File: src/rtl/regdec_pkg.sv
// Package: default geometry shared by the register decoder and its bench.
// Assumes NUM_REGS never exceeds the 2**ADDR_W decoded selects.
package regdec_pkg;
    localparam int DEF_ADDR_W   = 9;
    localparam int DEF_DATA_W   = 8;
    localparam int DEF_NUM_REGS = 8;
endpackage

File: src/rtl/regdec_onehot.sv
// Module: one-hot address decoder with a single qualifying enable.
// Purely combinational. Assumes the caller folds all qualifiers into en_i.
module regdec_onehot #(
    parameter int ADDR_W = regdec_pkg::DEF_ADDR_W
) (
    input  logic                     en_i,
    input  logic [ADDR_W-1:0]        addr_i,
    output logic [(1<<ADDR_W)-1:0]   sel_o
);
    localparam int NSEL = 1 << ADDR_W;

    // One comparator per select line, gated by the enable.
    for (genvar g = 0; g < NSEL; g++) begin : g_sel
        assign sel_o[g] = en_i && (addr_i == ADDR_W'(g));
    end
endmodule

File: src/rtl/regdec_file.sv
// Module: small register file behind the low select lines.
// Write selects are registered into a one-cycle enable pulse with the data,
// then committed on the next edge. Reads are a one-hot OR mux that returns
// all ones when no line is selected. Assumes at most one rsel bit is set.
module regdec_file #(
    parameter int DATA_W   = regdec_pkg::DEF_DATA_W,
    parameter int NUM_REGS = regdec_pkg::DEF_NUM_REGS
) (
    input  logic                 clk,
    input  logic                 rst_n,
    input  logic [NUM_REGS-1:0]  wsel_i,
    input  logic [NUM_REGS-1:0]  rsel_i,
    input  logic [DATA_W-1:0]    wdata_i,
    output logic [DATA_W-1:0]    rdata_o,
    output logic                 hit_o
);
    logic [NUM_REGS-1:0] we_q;
    logic [DATA_W-1:0]   wdata_q;
    logic [DATA_W-1:0]   mem [NUM_REGS];
    logic [DATA_W-1:0]   acc;

    // Capture the write pulse and its data one edge after the select.
    always_ff @(posedge clk) begin
        if (!rst_n) begin
            we_q    <= '0;
            wdata_q <= '0;
        end else begin
            we_q    <= wsel_i;
            wdata_q <= wdata_i;
        end
    end

    // Commit the captured data to the pulsed register, or clear on reset.
    always_ff @(posedge clk) begin
        for (int i = 0; i < NUM_REGS; i++) begin
            if (!rst_n)        mem[i] <= '0;
            else if (we_q[i])  mem[i] <= wdata_q;
        end
    end

    // One-hot OR mux. An undriven bus floats to all ones.
    always_comb begin
        acc = '0;
        for (int i = 0; i < NUM_REGS; i++) begin
            if (rsel_i[i]) acc = acc | mem[i];
        end
        hit_o   = |rsel_i;
        rdata_o = hit_o ? acc : '1;
    end

    for (genvar g = 0; g < NUM_REGS; g++) begin : g_chk
        // the pulsed register holds the captured data one edge later.
        p_we_lands_r5: assert property (@(posedge clk) disable iff (!rst_n)
            we_q[g] |=> (mem[g] == $past(wdata_q)));
        // reset clears every register.
        p_reset_clears_r7: assert property (@(posedge clk)
            !rst_n |=> (mem[g] == '0));
    end

    // no selected line leaves the bus at its pulled-up level.
    p_idle_ones_r4: assert property (@(posedge clk) disable iff (!rst_n)
        !hit_o |-> (rdata_o == '1));
endmodule

File: src/rtl/regdec_oe_gate.sv
// Module: output hold-off for the read bus.
// While the master's global tri-state is asserted, or nothing is selected,
// the bus is left undriven (all ones) and the enable stays low.
module regdec_oe_gate #(
    parameter int DATA_W = regdec_pkg::DEF_DATA_W
) (
    input  logic              gts_i,
    input  logic              hit_i,
    input  logic [DATA_W-1:0] data_i,
    output logic [DATA_W-1:0] data_o,
    output logic              oe_o
);
    // Drive only when selected and released by the master.
    always_comb begin
        oe_o   = hit_i && !gts_i;
        data_o = oe_o ? data_i : '1;
    end
endmodule

File: src/rtl/card_reg_slave.sv
// Module: gated register address decoder, slave side of the card bus.
// Decodes the address into qualified read and write selects, passes a
// wakeup-gated raw address, and serves a small register file through an
// output gate held off by the master. Assumes NUM_REGS <= 2**ADDR_W.
module card_reg_slave #(
    parameter int ADDR_W   = regdec_pkg::DEF_ADDR_W,
    parameter int DATA_W   = regdec_pkg::DEF_DATA_W,
    parameter int NUM_REGS = regdec_pkg::DEF_NUM_REGS
) (
    input  logic                    clk,
    input  logic                    rst_n,
    input  logic                    wake_i,
    input  logic                    rd_i,
    input  logic                    wr_i,
    input  logic                    wr_stb_i,
    input  logic [ADDR_W-1:0]       addr_i,
    input  logic [DATA_W-1:0]       wdata_i,
    input  logic                    gts_i,
    output logic [(1<<ADDR_W)-1:0]  wsel_o,
    output logic [(1<<ADDR_W)-1:0]  rsel_o,
    output logic [ADDR_W-1:0]       raw_addr_o,
    output logic [DATA_W-1:0]       rdata_o,
    output logic                    rdata_oe_o
);
    logic              wr_ok;
    logic              rd_ok;
    logic [DATA_W-1:0] file_data;
    logic              file_hit;

    // Qualifier sets: write needs strobe too, read needs wakeup and read.
    always_comb begin
        wr_ok = wake_i && wr_i && wr_stb_i;
        rd_ok = wake_i && rd_i;
    end

    // Raw address forwarded under wakeup only, held at zero otherwise.
    always_comb begin
        raw_addr_o = wake_i ? addr_i : '0;
    end

    regdec_onehot #(.ADDR_W(ADDR_W)) u_wdec (
        .en_i   (wr_ok),
        .addr_i (addr_i),
        .sel_o  (wsel_o)
    );

    regdec_onehot #(.ADDR_W(ADDR_W)) u_rdec (
        .en_i   (rd_ok),
        .addr_i (addr_i),
        .sel_o  (rsel_o)
    );

    regdec_file #(.DATA_W(DATA_W), .NUM_REGS(NUM_REGS)) u_file (
        .clk     (clk),
        .rst_n   (rst_n),
        .wsel_i  (wsel_o[NUM_REGS-1:0]),
        .rsel_i  (rsel_o[NUM_REGS-1:0]),
        .wdata_i (wdata_i),
        .rdata_o (file_data),
        .hit_o   (file_hit)
    );

    regdec_oe_gate #(.DATA_W(DATA_W)) u_gate (
        .gts_i  (gts_i),
        .hit_i  (file_hit),
        .data_i (file_data),
        .data_o (rdata_o),
        .oe_o   (rdata_oe_o)
    );

    // at most one write select, and only under the full write qualifier.
    p_wsel_onehot_r1: assert property (@(posedge clk) disable iff (!rst_n)
        $onehot0(wsel_o));
    p_wsel_qual_r1: assert property (@(posedge clk) disable iff (!rst_n)
        (|wsel_o) |-> (wake_i && wr_i && wr_stb_i));
    // at most one read select, and only under wakeup and read.
    p_rsel_onehot_r2: assert property (@(posedge clk) disable iff (!rst_n)
        $onehot0(rsel_o));
    p_rsel_qual_r2: assert property (@(posedge clk) disable iff (!rst_n)
        (|rsel_o) |-> (wake_i && rd_i));
    // raw address is zero without wakeup.
    p_raw_zero_r3: assert property (@(posedge clk) disable iff (!rst_n)
        !wake_i |-> (raw_addr_o == '0));
    // hold-off silences the bus in and out of reset.
    p_gts_hold_r6: assert property (@(posedge clk)
        gts_i |-> (!rdata_oe_o && rdata_o == '1));
endmodule

File: config.mk
export PLATFORM = sky130hd
export DESIGN_NAME = card_reg_slave
export DESIGN_NICKNAME = d
export VERILOG_FILES = /design/src/rtl/regdec_pkg.sv /design/src/rtl/regdec_onehot.sv /design/src/rtl/regdec_file.sv /design/src/rtl/regdec_oe_gate.sv /design/src/rtl/card_reg_slave.sv
export SDC_FILE = /design/constraint.sdc
export NUM_CORES = 1
export LEC_CHECK = 0
export ABC_AREA = 1
export BUFFER_PORTS_ARGS = -buffer_cell sky130_fd_sc_hd__clkbuf_2
export CAP_MARGIN = 40
export CORE_AREA = 5 5 411 413
export DETAILED_ROUTE_END_ITERATION = 7
export DIE_AREA = 0 0 416 418
export PLACE_DENSITY = 0.3
export SYNTH_ARGS = -nofsm -noshare
export SYNTH_HDL_FRONTEND = slang
export SYNTH_SLANG_ARGS = --single-unit
File: constraint.sdc
create_clock -name clk -period 1.1 [get_ports clk]
set_input_delay 0 -clock clk [delete_from_list [all_inputs] [get_ports clk]]
set_output_delay 0 -clock clk [all_outputs]
set_load 0.05 [all_outputs]
==> flow_metrics.tcl <==
set metrics [dict create \
    startpoint "addr_i[5]" \
    cap_violations 0 \
    clk_pin_slew_worst_paths_ns 0.06 \
    fp.dieH_um 418 \
    final-hold-violation-count 0 \
    crit_end "rdata_o[0]" \
    final.period_utilization_pct 156 \
    core_mm2 0.164 \
    ys_async_sr_fraction_pct 0 \
    syn_area_mm2 0.0116 \
    ys_seq_area_share_pct 19.3 \
    grt_pass1_vias 23500 \
    root_buffer "clkbuf_16" \
    route.detailed.drc 0 \
    rr_endpoint "u_file.mem[0][16]$_SDFFCE_PN0P_" \
    fmax_mhz 582 \
    p_total_mw 14.6 \
    cellPowerDensity_mw_per_mm2 236 \
    peakVddDrop_uv 632 \
    crit_fanout 6 \
    postSynthAreaPerCell_um2 5.06 \
    tightest_slew_ns 0.463 \
    drv_slew 0 \
    area_growth_pct 431 \
    cts_sinks 80 \
    final_common_cell "buf_12" \
    ys_warn_count 0 \
    drt-initial-drc-count 1183 \
    finalSetupViolations 1034 \
    arrival_ns 1.72 \
    fin_ws_ns -0.618 \
    required_ns 1.10 \
    cts_tree "built" \
    ys_types 18 \
    period_minus_slack_ns 1.72 \
    p_leak_nw 19.0 \
    synth_edf_count 64 \
    drive_gt1_share_pct 90.2 \
    critPathKind "primary input to primary output" \
    grt_use_total_pct 20.4 \
    clockBufferDepth 2 \
    setup_tns_ns -388.57 \
    gp_congestion 0.848 \
    grt_setup_unrepaired "true" \
    synthesis.nets 2316 \
    cp-start-kind "primary input" \
    synth_flop_cell "edfxtp_1" \
    wl_per_cell_um 31.3 \
    slew-limit-headroom_pct 69.2 \
    nets 4110 \
    final_core_util_pct 37.4 \
    fillCellCount 15800 \
    cp-end-kind "primary output" \
    fin_skew_ns 0.0110 \
    ant_nets 0 \
    r2r-start "u_file.we_q[2]$_SDFF_PN0_" \
    vias 24300 \
    insertion_delay_ns 0.34 \
    vias_per_cell 3.86 \
    ys_ff_latch 80 \
    core.rowCount 149 \
    drtPass1Iterations 5 \
    grt_pass1_wl_um 243000 \
    grt_max_degree 49 \
    status "finished with violations" \
    syn_inst 2292 \
    hold_path.class "primary input to register" \
    rr_worst_depth 1 \
    die_area_mm2 0.174 \
    final_cell_mix "buf_12, nor2_4, nand3_4, buf_4, buf_6" \
    portBuffers 1065 \
    antenna_found_initial 1 \
    dp_hpwl_um 143000 \
    htreeDepth 3 \
    io_pins 1066 \
    rrSetupSlack_ns 0.12 \
    fp.dieW_um 416 \
    start_util_pct 7.06 \
    violations "setup timing" \
    diodes 0 \
    routed_wl_um 196000 \
    grt_overflow_total 0 \
    cts_buffers 9 \
]
-- metal layers --
layer  wire length, um  part of all wire [%]  up-vias  GRT usage [%]
li1                  -                     -    11200              -
met1             77200                    39    12300           24.5
met2            109000                    55      664           39.6
met3              5900                   3.0      108           1.95
met4              4330                   2.2        0           3.32
met5                 0                     0        -              0
-- synthesized netlist by cell type (4+ instances only) --
library cell     n  area share [%]
nor3_1           8            0.35
buf_4            4            0.26
buf_1           26            0.84
nor2_1        1119              36
nor2_2           9            0.49
edfxtp_1        64              17
inv_1           86             2.8
nand4_1         64             3.5
dfxtp_1         16             2.8
buf_2          139             6.0
clkbuf_1       121             3.9
nand2_1        116             3.8
nand3_1        505              22
or2_2            8            0.43
-- stage by stage --
| step | cells | hold WS (ns) | setup WS, ns | area [um2] |
|---|---|---|---|---|
| 6_report | 6280 | 0.105 | -0.618 | 61600 |
| 5_1_grt | 6280 | 0.109 | -0.662 | 61600 |
| 4_1_cts | 6050 | 0.0996 | -0.563 | 54400 |
| 3_5_place_dp | 5818 | 0.187 | -0.923 | 46600 |
| 3_3_place_gp | 5818 | 0.187 | -1.00 | 46600 |
| 2_1_floorplan | 2292 | 0.0740 | -0.375 | 20900 |
-- cells by family (layout without fill, tap and decap cells) --
family | Yosys count | count (layout) | share of synthesized area [%]
AO/OA/AOI/OAI | 1 | 1 | 0.140
AND/OR/NAND/NOR | 1833 | 1834 | 66.7
flip-flops | 80 | 80 | 19.3
buffers and inverters | 378 | 2176 | 13.9
-- where the power goes --
part | leakage (nW) | internal [mW] | switching (mW)
Combinational | 18.0 | 3.26 | 5.03
Sequential | 0.818 | 3.33 | 0.0228
Clock | 0.146 | 1.68 | 1.23
Total | 19.0 | 8.27 | 6.28
-- sequential cells by signal (all words and copies together) (netlist names) --
name and flops:
u_file.we_q 8, u_file.mem 64, u_file.wdata_q 8
-- cell type report --
type                            count  area (um2)  area share (%)
Multi-Input combinational cell   1835       21500            34.9
Clock inverter                      5        37.5          0.0610
Sequential cell                    80        2240            3.64
Clock buffer                       11         254           0.413
Tap cell                         2189        2740            4.45
Inverter                           88         495           0.805
Timing Repair Buffer             2072       34300            55.8
-- worst max-delay path: stages --
cell,delay [ns]
clkbuf_16,0.14
nor2_4,0.13
buf_6,0.16
nand2_8,0.09
nor2_4,0.18
buf_6,0.15
nand3_4,0.09
nand2_4,0.10
nor2_4,0.04
a21oi_4,0.20
clkbuf_16,0.19
nand2_4,0.06
buf_8,0.16
-- what timing repair did --
action	4_1_cts	5_1_grt
hold buffers	8	0
setup buffers	163	230
gates cloned	52	32
endpoints found under the hold margin	8	0
pin swaps	183	436
setup endpoints to repair	1035	1035
resized for setup	835	1104
-- how the worst min path moves through the flow --
stage | startpoint | to | slack (ns) | depth (start not counted)
final | rst_n | u_file.we_q[4]$_SDFF_PN0_ | 0.10 | 4
after global routing | rst_n | u_file.we_q[7]$_SDFF_PN0_ | 0.11 | 4
after CTS | rst_n | u_file.we_q[7]$_SDFF_PN0_ | 0.1 | 4
after detailed placement | wdata_i[5] | u_file.wdata_q[5]$_SDFF_PN0_ | 0.19 | 3
after global placement | wdata_i[5] | u_file.wdata_q[5]$_SDFF_PN0_ | 0.19 | 3
after floorplan | gts_i | rdata_oe_o | 0.07 | 1
Power figures use the tool's default switching activity.
